### src/rtl/tw_eeprom_pkg.sv
// Package: shared encodings for the three-wire EEPROM emulator.
// Assumes: opcode and mode values are decoded from the serial frame as sent.
package tw_eeprom_pkg;

    // Two-bit opcode that follows the start bit.
    typedef enum logic [1:0] {
        OP_MODE  = 2'b00,
        OP_WRITE = 2'b01,
        OP_READ  = 2'b10,
        OP_ERASE = 2'b11
    } op_e;

    // Sub-command carried in the top two address bits of a mode command.
    typedef enum logic [1:0] {
        MD_LOCK   = 2'b00,
        MD_FILL   = 2'b01,
        MD_CLEAR  = 2'b10,
        MD_UNLOCK = 2'b11
    } mode_e;

    // Command sequencer states.
    typedef enum logic [2:0] {
        ST_IDLE,
        ST_CMD,
        ST_DATA,
        ST_READ,
        ST_DONE
    } state_e;

endpackage

### src/rtl/tw_sync.sv
// Module: tw_sync
// Brings W asynchronous single-bit inputs into the clk domain through two
// flops each. Assumes every input level lasts several clk periods.
module tw_sync #(
    parameter int W = 3
) (
    input  logic         clk,
    input  logic         rst_n,
    input  logic [W-1:0] async_i,
    output logic [W-1:0] sync_o
);
    for (genvar g = 0; g < W; g++) begin : g_bit
        logic meta_q;
        logic sync_q;
        // Two-stage synchronizer for one bit.
        always_ff @(posedge clk) begin
            if (!rst_n) begin
                meta_q <= 1'b0;
                sync_q <= 1'b0;
            end else begin
                meta_q <= async_i[g];
                sync_q <= meta_q;
            end
        end
        assign sync_o[g] = sync_q;
    end
endmodule

### src/rtl/tw_busy_timer.sv
// Module: tw_busy_timer
// Counts the program cycle length in system clocks. A start pulse loads the
// count and busy stays high until it runs out. Assumes start arrives only
// while idle.
module tw_busy_timer #(
    parameter int CYCLES = 200
) (
    input  logic clk,
    input  logic rst_n,
    input  logic start_i,
    output logic busy_o
);
    localparam int CW = $clog2(CYCLES + 1);
    localparam logic [CW-1:0] LOAD = CW'(CYCLES);

    logic [CW-1:0] cnt_q;

    // Load on start, count down to zero.
    always_ff @(posedge clk) begin
        if (!rst_n) begin
            cnt_q <= '0;
        end else if (start_i) begin
            cnt_q <= LOAD;
        end else if (cnt_q != '0) begin
            cnt_q <= cnt_q - 1'b1;
        end
    end

    assign busy_o = (cnt_q != '0);
endmodule

### src/rtl/tw_mem_array.sv
// Module: tw_mem_array
// Register storage of 2**AW words. It has one asynchronous read port and a
// write port that updates either one word or all words. Reset loads the
// erased value (all ones). Assumes we_one and we_all are not both high.
module tw_mem_array #(
    parameter int AW = 6,
    parameter int DW = 16
) (
    input  logic          clk,
    input  logic          rst_n,
    input  logic          we_one_i,
    input  logic          we_all_i,
    input  logic [AW-1:0] waddr_i,
    input  logic [DW-1:0] wdata_i,
    input  logic [AW-1:0] raddr_i,
    output logic [DW-1:0] rdata_o
);
    localparam int DEPTH = 1 << AW;

    logic [DW-1:0] words [DEPTH];

    for (genvar g = 0; g < DEPTH; g++) begin : g_word
        // Update one storage word on a matching single or broadcast write.
        always_ff @(posedge clk) begin
            if (!rst_n) begin
                words[g] <= '1;
            end else if (we_all_i || (we_one_i && (waddr_i == AW'(g)))) begin
                words[g] <= wdata_i;
            end
        end
    end

    assign rdata_o = words[raddr_i];
endmodule

### src/rtl/tw_eeprom_emu.sv
// Module: tw_eeprom_emu (top)
// Device-side model of a three-wire serial EEPROM. It frames commands
// (start bit, opcode, address), streams read data with address increment,
// runs program cycles through a busy timer and reports status on data-out.
// Assumes the serial pins are much slower than clk; di_i is taken on the
// synchronized serial-clock rise.
module tw_eeprom_emu
    import tw_eeprom_pkg::*;
#(
    parameter int ADDR_W      = 6,
    parameter int DATA_W      = 16,
    parameter int BUSY_CYCLES = 200
) (
    input  logic clk,
    input  logic rst_n,
    input  logic cs_i,
    input  logic sck_i,
    input  logic di_i,
    output logic do_o,
    output logic do_oe_o
);
    localparam int FRAME_W = 2 + ADDR_W;
    localparam int CNT_MAX = (DATA_W > FRAME_W) ? DATA_W : FRAME_W;
    localparam int CNT_W   = $clog2(CNT_MAX);
    localparam logic [CNT_W-1:0] FRAME_LAST = CNT_W'(FRAME_W - 1);
    localparam logic [CNT_W-1:0] DATA_LAST  = CNT_W'(DATA_W - 1);

    logic cs_s, sck_s, di_s, sck_d;
    logic sck_rise;
    logic busy;

    state_e               state;
    logic [CNT_W-1:0]     bit_cnt;
    logic [FRAME_W-2:0]   cmd_sh;
    logic [DATA_W-2:0]    data_sh;
    op_e                  op_r;
    logic [ADDR_W-1:0]    addr_r;
    logic [ADDR_W-1:0]    rd_addr;
    logic                 wr_en;
    logic                 status_flag;
    logic                 pstart_r, pone_r, pall_r;
    logic [ADDR_W-1:0]    paddr_r;
    logic [DATA_W-1:0]    pdata_r;
    logic [DATA_W-1:0]    rdata;

    logic [FRAME_W-1:0]   frame_nx;
    logic [DATA_W-1:0]    word_nx;
    op_e                  op_nx;
    mode_e                md_nx;
    logic [ADDR_W-1:0]    addr_nx;
    logic [CNT_W-1:0]     rd_idx;

    tw_sync #(.W(3)) u_sync (
        .clk     (clk),
        .rst_n   (rst_n),
        .async_i ({cs_i, sck_i, di_i}),
        .sync_o  ({cs_s, sck_s, di_s})
    );

    // Delay the synchronized serial clock for rise detection.
    always_ff @(posedge clk) begin
        if (!rst_n) sck_d <= 1'b0;
        else        sck_d <= sck_s;
    end
    assign sck_rise = sck_s & ~sck_d;

    assign frame_nx = {cmd_sh, di_s};
    assign word_nx  = {data_sh, di_s};
    assign op_nx    = op_e'(frame_nx[FRAME_W-1 -: 2]);
    assign md_nx    = mode_e'(frame_nx[ADDR_W-1 -: 2]);
    assign addr_nx  = frame_nx[ADDR_W-1:0];
    assign rd_idx   = DATA_LAST - bit_cnt;

    // Command sequencer: framing, decode, data capture, program requests.
    always_ff @(posedge clk) begin
        if (!rst_n) begin
            state       <= ST_IDLE;
            bit_cnt     <= '0;
            cmd_sh      <= '0;
            data_sh     <= '0;
            op_r        <= OP_MODE;
            addr_r      <= '0;
            rd_addr     <= '0;
            wr_en       <= 1'b0;
            status_flag <= 1'b0;
            pstart_r    <= 1'b0;
            pone_r      <= 1'b0;
            pall_r      <= 1'b0;
            paddr_r     <= '0;
            pdata_r     <= '0;
        end else begin
            pstart_r <= 1'b0;
            pone_r   <= 1'b0;
            pall_r   <= 1'b0;
            if (!cs_s) begin
                state   <= ST_IDLE;
                bit_cnt <= '0;
            end else if (sck_rise) begin
                unique case (state)
                    ST_IDLE: begin
                        if (di_s && !busy) begin
                            state       <= ST_CMD;
                            bit_cnt     <= '0;
                            status_flag <= 1'b0;
                        end
                    end
                    ST_CMD: begin
                        cmd_sh  <= frame_nx[FRAME_W-2:0];
                        bit_cnt <= bit_cnt + 1'b1;
                        if (bit_cnt == FRAME_LAST) begin
                            bit_cnt <= '0;
                            op_r    <= op_nx;
                            addr_r  <= addr_nx;
                            state   <= ST_DONE;
                            unique case (op_nx)
                                OP_READ: begin
                                    state   <= ST_READ;
                                    rd_addr <= addr_nx;
                                end
                                OP_WRITE: state <= ST_DATA;
                                OP_ERASE: begin
                                    if (wr_en) begin
                                        pstart_r    <= 1'b1;
                                        pone_r      <= 1'b1;
                                        paddr_r     <= addr_nx;
                                        pdata_r     <= '1;
                                        status_flag <= 1'b1;
                                    end
                                end
                                default: begin
                                    unique case (md_nx)
                                        MD_UNLOCK: wr_en <= 1'b1;
                                        MD_LOCK:   wr_en <= 1'b0;
                                        MD_FILL:   state <= ST_DATA;
                                        default: begin
                                            if (wr_en) begin
                                                pstart_r    <= 1'b1;
                                                pall_r      <= 1'b1;
                                                pdata_r     <= '1;
                                                status_flag <= 1'b1;
                                            end
                                        end
                                    endcase
                                end
                            endcase
                        end
                    end
                    ST_DATA: begin
                        data_sh <= word_nx[DATA_W-2:0];
                        bit_cnt <= bit_cnt + 1'b1;
                        if (bit_cnt == DATA_LAST) begin
                            bit_cnt <= '0;
                            state   <= ST_DONE;
                            if (wr_en) begin
                                pstart_r    <= 1'b1;
                                pone_r      <= (op_r == OP_WRITE);
                                pall_r      <= (op_r != OP_WRITE);
                                paddr_r     <= addr_r;
                                pdata_r     <= word_nx;
                                status_flag <= 1'b1;
                            end
                        end
                    end
                    ST_READ: begin
                        if (bit_cnt == DATA_LAST) begin
                            bit_cnt <= '0;
                            rd_addr <= rd_addr + 1'b1;
                        end else begin
                            bit_cnt <= bit_cnt + 1'b1;
                        end
                    end
                    default: ;
                endcase
            end
        end
    end

    tw_mem_array #(.AW(ADDR_W), .DW(DATA_W)) u_mem (
        .clk      (clk),
        .rst_n    (rst_n),
        .we_one_i (pone_r),
        .we_all_i (pall_r),
        .waddr_i  (paddr_r),
        .wdata_i  (pdata_r),
        .raddr_i  (rd_addr),
        .rdata_o  (rdata)
    );

    tw_busy_timer #(.CYCLES(BUSY_CYCLES)) u_busy (
        .clk     (clk),
        .rst_n   (rst_n),
        .start_i (pstart_r),
        .busy_o  (busy)
    );

    // Output register: read bit, busy/ready status, or released line.
    always_ff @(posedge clk) begin
        if (!rst_n) begin
            do_oe_o <= 1'b0;
            do_o    <= 1'b1;
        end else if (cs_s && (state == ST_READ)) begin
            do_oe_o <= 1'b1;
            do_o    <= rdata[rd_idx];
        end else if (cs_s && status_flag && ((state == ST_IDLE) || (state == ST_DONE))) begin
            do_oe_o <= 1'b1;
            do_o    <= !(busy || pstart_r);
        end else begin
            do_oe_o <= 1'b0;
            do_o    <= 1'b1;
        end
    end
endmodule

### config.mk
export PLATFORM = sky130hd
export DESIGN_NAME = tw_eeprom_emu
export DESIGN_NICKNAME = d
export VERILOG_FILES = /design/src/rtl/tw_eeprom_pkg.sv /design/src/rtl/tw_sync.sv /design/src/rtl/tw_busy_timer.sv /design/src/rtl/tw_mem_array.sv /design/src/rtl/tw_eeprom_emu.sv
export SDC_FILE = /design/constraint.sdc
export NUM_CORES = 2
export LEC_CHECK = 0
export ABC_AREA = 1
export BUFFER_PORTS_ARGS = -buffer_cell sky130_fd_sc_hd__buf_2
export CORE_MARGIN = 1
export CORE_UTILIZATION = 55
export CTS_CLUSTER_DIAMETER = 50
export DETAILED_ROUTE_END_ITERATION = 16
export GPL_ROUTABILITY_DRIVEN = 0
export GPL_TIMING_DRIVEN = 0
export PLACE_DENSITY = 0.73
export REMOVE_ABC_BUFFERS = 1
export SYNTH_ARGS = -nofsm -noshare
export SYNTH_HDL_FRONTEND = slang
export SYNTH_HIERARCHICAL = 1
export SYNTH_SLANG_ARGS = --single-unit
export TNS_END_PERCENT = 10
### constraint.sdc
create_clock -name clk -period 1.9 [get_ports clk]
set_input_delay 0.57 -clock clk [delete_from_list [all_inputs] [get_ports clk]]
set_output_delay 0.57 -clock clk [all_outputs]
set_load 0.02 [all_outputs]
==> flow_metrics.env <==
export IMPL_status="finished with violations"
export IMPL_violations="negative setup slack"
export IMPL_cp_start_kind="flip-flop"
export IMPL_path_clk_slew_ps=60
export IMPL_antenna_found_initial=3
export IMPL_finalWirelength_um=169000
export IMPL_synth_edf_count=1024
export IMPL_multi_input_area_sq_um=18300
export IMPL_rsz0062_at_grt="yes"
export IMPL_yosys_cell_count_top_type="nand2_1"
export IMPL_critPathKind="flip-flop to flip-flop"
export IMPL_floorplan_initialDensity_pct=55.5
export IMPL_synth_compound_area_share_pct=1.91
export IMPL_clock_fmax_ghz=0.345
export IMPL_root_buffer="clkbuf_16"
export IMPL_area_growth_pct=17.6
export IMPL_hold_class="input port to flip-flop"
export IMPL_path_depth=23
export IMPL_fin_cells=6770
export IMPL_finalInstanceArea_sq_um=60800
export IMPL_fin_util_pct=65.2
export IMPL_register_area_sq_um=32500
export IMPL_fp_dieArea_sq_um=95200
export IMPL_final_antenna_net_count=0
export IMPL_synth_seq_cells=1111
export IMPL_clk_latency_ps=710
export IMPL_synthAdderAreaFrac_pct=0.315
export IMPL_synth_top_cell_area_share_pct=59.5
export IMPL_numCtsBuffers=118
export IMPL_cp_max_fo=14
export IMPL_finalHoldViolations=0
export IMPL_yosysUniqueCellTypes=38
export IMPL_worst_pin_slew_ps=1230
export IMPL_grt_first_pass_wirelength_um=238000
export IMPL_synth_area_per_cell_sq_um=9.36
export IMPL_wl_per_cell_um=25.0
export IMPL_dp_cells=6390
export IMPL_yosys_area_top_type="edfxtp_1"
export IMPL_cp_required_ps=2550
export IMPL_port_buffers=6
export IMPL_fin_tns_setup_ps=-199760
export IMPL_power_leakage_nw=19.9
export IMPL_crit_buf_inv=8
export IMPL_crit_start="rd_addr[0]"
export IMPL_drc=0
export IMPL_worstSetupEndpointType="flip-flop"
export IMPL_viasPerCell=6.21
export IMPL_async_reset_ff_share_pct=0
export IMPL_crit_slowest_cell="dfxtp_4"
export IMPL_critPathArrivalTime_ps=3550
export IMPL_grt_pass1_vias=38500
export IMPL_crit_family="simple AND/OR/NAND/NOR gates"
export IMPL_crit_path_max_incr_delay_ps=360
export IMPL_netlist_top_cells_area="edfxtp_1 (60%), nand2_1 (18%), nand3_1 (8.7%)"
export IMPL_netlist_instances=5521
export IMPL_r2r_start="rd_addr[0]"
export IMPL_min_period_over_period_pct=152
export IMPL_timing_critical_path_mode_cell="nand2_1"
export IMPL_drv_slew=0
export IMPL_first_iter_violations=7181
export IMPL_vias=42100
export IMPL_clock_path_buffers=3
export IMPL_overflow=0
export IMPL_htree_levels=3
export IMPL_n_fill_cell=6762
export IMPL_drt_first_pass_iters=6
export IMPL_power_mw=52.0
export IMPL_cap_violations=0
export IMPL_die_w_um=309
export IMPL_hold_depth=3
export IMPL_period_minus_slack_ps=2890
export IMPL_syn_cell_area_sq_um=51700
export IMPL_rows=112
export IMPL_synth_top_family_by_area="simple AND/OR/NAND/NOR gates"
export IMPL_fin_skew_ps=39.6
export IMPL_dpl_cell_area_sq_um=52200
export IMPL_boundaryPins=7
export IMPL_synth_seq_area_share_pct=62.9
export IMPL_muxShareOfSynthArea_pct=0
export IMPL_drive_gt1_share_pct=15.8
export IMPL_hpwlAfterDp_um=81900
export IMPL_setup_violations_final=1475
export IMPL_relSlewSlack_pct=17.9
export IMPL_yosys_warnings=6
export IMPL_synth_top_cells_by_count="nand2_1 (2,530), edfxtp_1 (1,024), nand3_1 (901)"
export IMPL_ctsHoldBuffers=0
export IMPL_finalWorstSetupSlack_ps=-995
export IMPL_synth_xor_xnor_area_share_pct=0.0169
export IMPL_r2r_cells=23
export IMPL_grt_max_degree=84
export IMPL_peakVddDrop_mv=0.813
export IMPL_core_sq_um=93200
export IMPL_path_cells="buf_16 -> buf_16 -> buf_16 -> inv_16 -> buf_16 -> buf_4 -> buf_12 -> nand2_1 -> nand3_1 -> nand3_2 -> nand2_1 -> nand2_1 -> nand3_4 -> nand3_4 -> nand2_1 -> inv_1 -> nand2_1 -> nand3_2 -> nand3_2 -> nand2_4 -> nand2_2 -> nand3_2 -> nand2_1"
export IMPL_die_h_um=309
export IMPL_grt_usage_pct=33.8
export IMPL_final_nets=5428
export IMPL_clock_sinks=1111
export IMPL_p_per_area_nw_per_um2=856
export IMPL_synth_simple_area_share_pct=29.9
export IMPL_synth_ff_type="edfxtp_1"
export IMPL_hp_start="sck_i"
export IMPL_cts_tree="built"
worst reg2reg max path: stages, from the launching register on:
cell and delay, ps:
dfxtp_4 360, buf_16 130, buf_16 120, buf_16 140, inv_16 80, buf_16 140, buf_4 130, buf_12 140
nand2_1 80, nand3_1 110, nand3_2 130, nand2_1 120, nand2_1 100, nand3_4 170, nand3_4 140, nand2_1 130
inv_1 40, nand2_1 80, nand3_2 90, nand3_2 90, nand2_4 80, nand2_2 80, nand3_2 70, nand2_1 70
placed cells by master, fill, tap and decap left out, types with 7 or more instances in the layout:
| cell type | n |
|---|---|
| a21oi_1 | 54 |
| inv_4 | 18 |
| inv_1 | 99 |
| buf_8 | 7 |
| edfxtp_1 | 1024 |
| nand3_2 | 128 |
| buf_16 | 50 |
| nand3_1 | 757 |
| nand3_4 | 19 |
| clkbuf_1 | 14 |
| dfxtp_1 | 69 |
| a211oi_1 | 7 |
| clkinvlp_4 | 8 |
| nor2_1 | 97 |
| clkinv_1 | 22 |
| clkinv_2 | 23 |
| nand2_2 | 97 |
| nand2_1 | 2428 |
| clkbuf_8 | 9 |
| buf_4 | 50 |
| bufbuf_16 | 17 |
| nand4_1 | 7 |
| buf_12 | 45 |
| nand2_4 | 28 |
| nor2_4 | 87 |
| inv_2 | 9 |
| dfxtp_4 | 9 |
| clkbuf_16 | 135 |
| bufinv_16 | 12 |
| o21ai_0 | 40 |
| dfxtp_2 | 9 |
| ha_1 | 13 |
| inv_6 | 10 |
| a21oi_2 | 51 |
per-stage QoR:
stage / hold WS [ps] / worst slack [ps]
floorplan: 390 / -20550
global placement: 404 / -48320
detailed placement: 415 / -3040
CTS: 29.6 / -896
global route: 62.4 / -1090
finish: 41.2 / -995
cell type report:
cell class,instances,area share [%]
multi-input cells,3851,30.1
clock inverters,74,1.19
repair inverters,7,0.115
diodes,1,0.00412
repair buffers,188,6.00
flip-flops and latches,1111,53.6
inverters,133,0.991
well taps,1254,2.58
clock buffers,151,5.43
routing by layer:
layer  track usage (%)  up-vias  part of all wire (%)
li1                  -    18200                     -
met5                 0        -                 0.014
met4              22.1        4                   7.0
met3              7.00      688                    13
met1              43.1    19900                    34
met2              52.7     3261                    46
worst paths after layout:
kind                            slack (ps)                endpoint
worst max-delay path                  -990                    do_o
worst min-delay path                    40  u_sync/g_bit[1].meta_q
worst max register to register        -990                    do_o
worst min register to register         420  u_sync/g_bit[0].sync_q
where the power goes:
group          internal (mW)  leakage (nW)  switching (mW)
clock                   13.9          1.99            9.88
sequential              26.7          7.64           0.110
combinational          0.333          10.3            1.09
total                   40.9          19.9            11.1
cells by family after synthesis:
family                   count (synthesis)
XOR/XNOR                                 1
AND/OR/NAND/NOR                       3670
flip-flops                            1111
adder cells (fa/ha/maj)                 13
buffers and inverters                  560
AO/OA/AOI/OAI                          166
timing repair:
action                      CTS  global route
gates resized for setup     201           277
setup endpoints to repair  2109          2002
cloned                       46            13
buffers inserted             72            26
pin swaps                    47           114
flip-flops by register name, summed over array words and instances, names as in the netlist, 2 cells and up:
name / count
u_mem/words: 1024
pdata_r: 16
data_sh: 15
u_busy/cnt_q: 8
cmd_sh: 7
addr_r: 6
paddr_r: 6
rd_addr: 6
bit_cnt: 4
state: 3
u_sync/g_bit.meta_q: 3
u_sync/g_bit.sync_q: 3
op_r: 2
(Power assumes the default switching activity.)
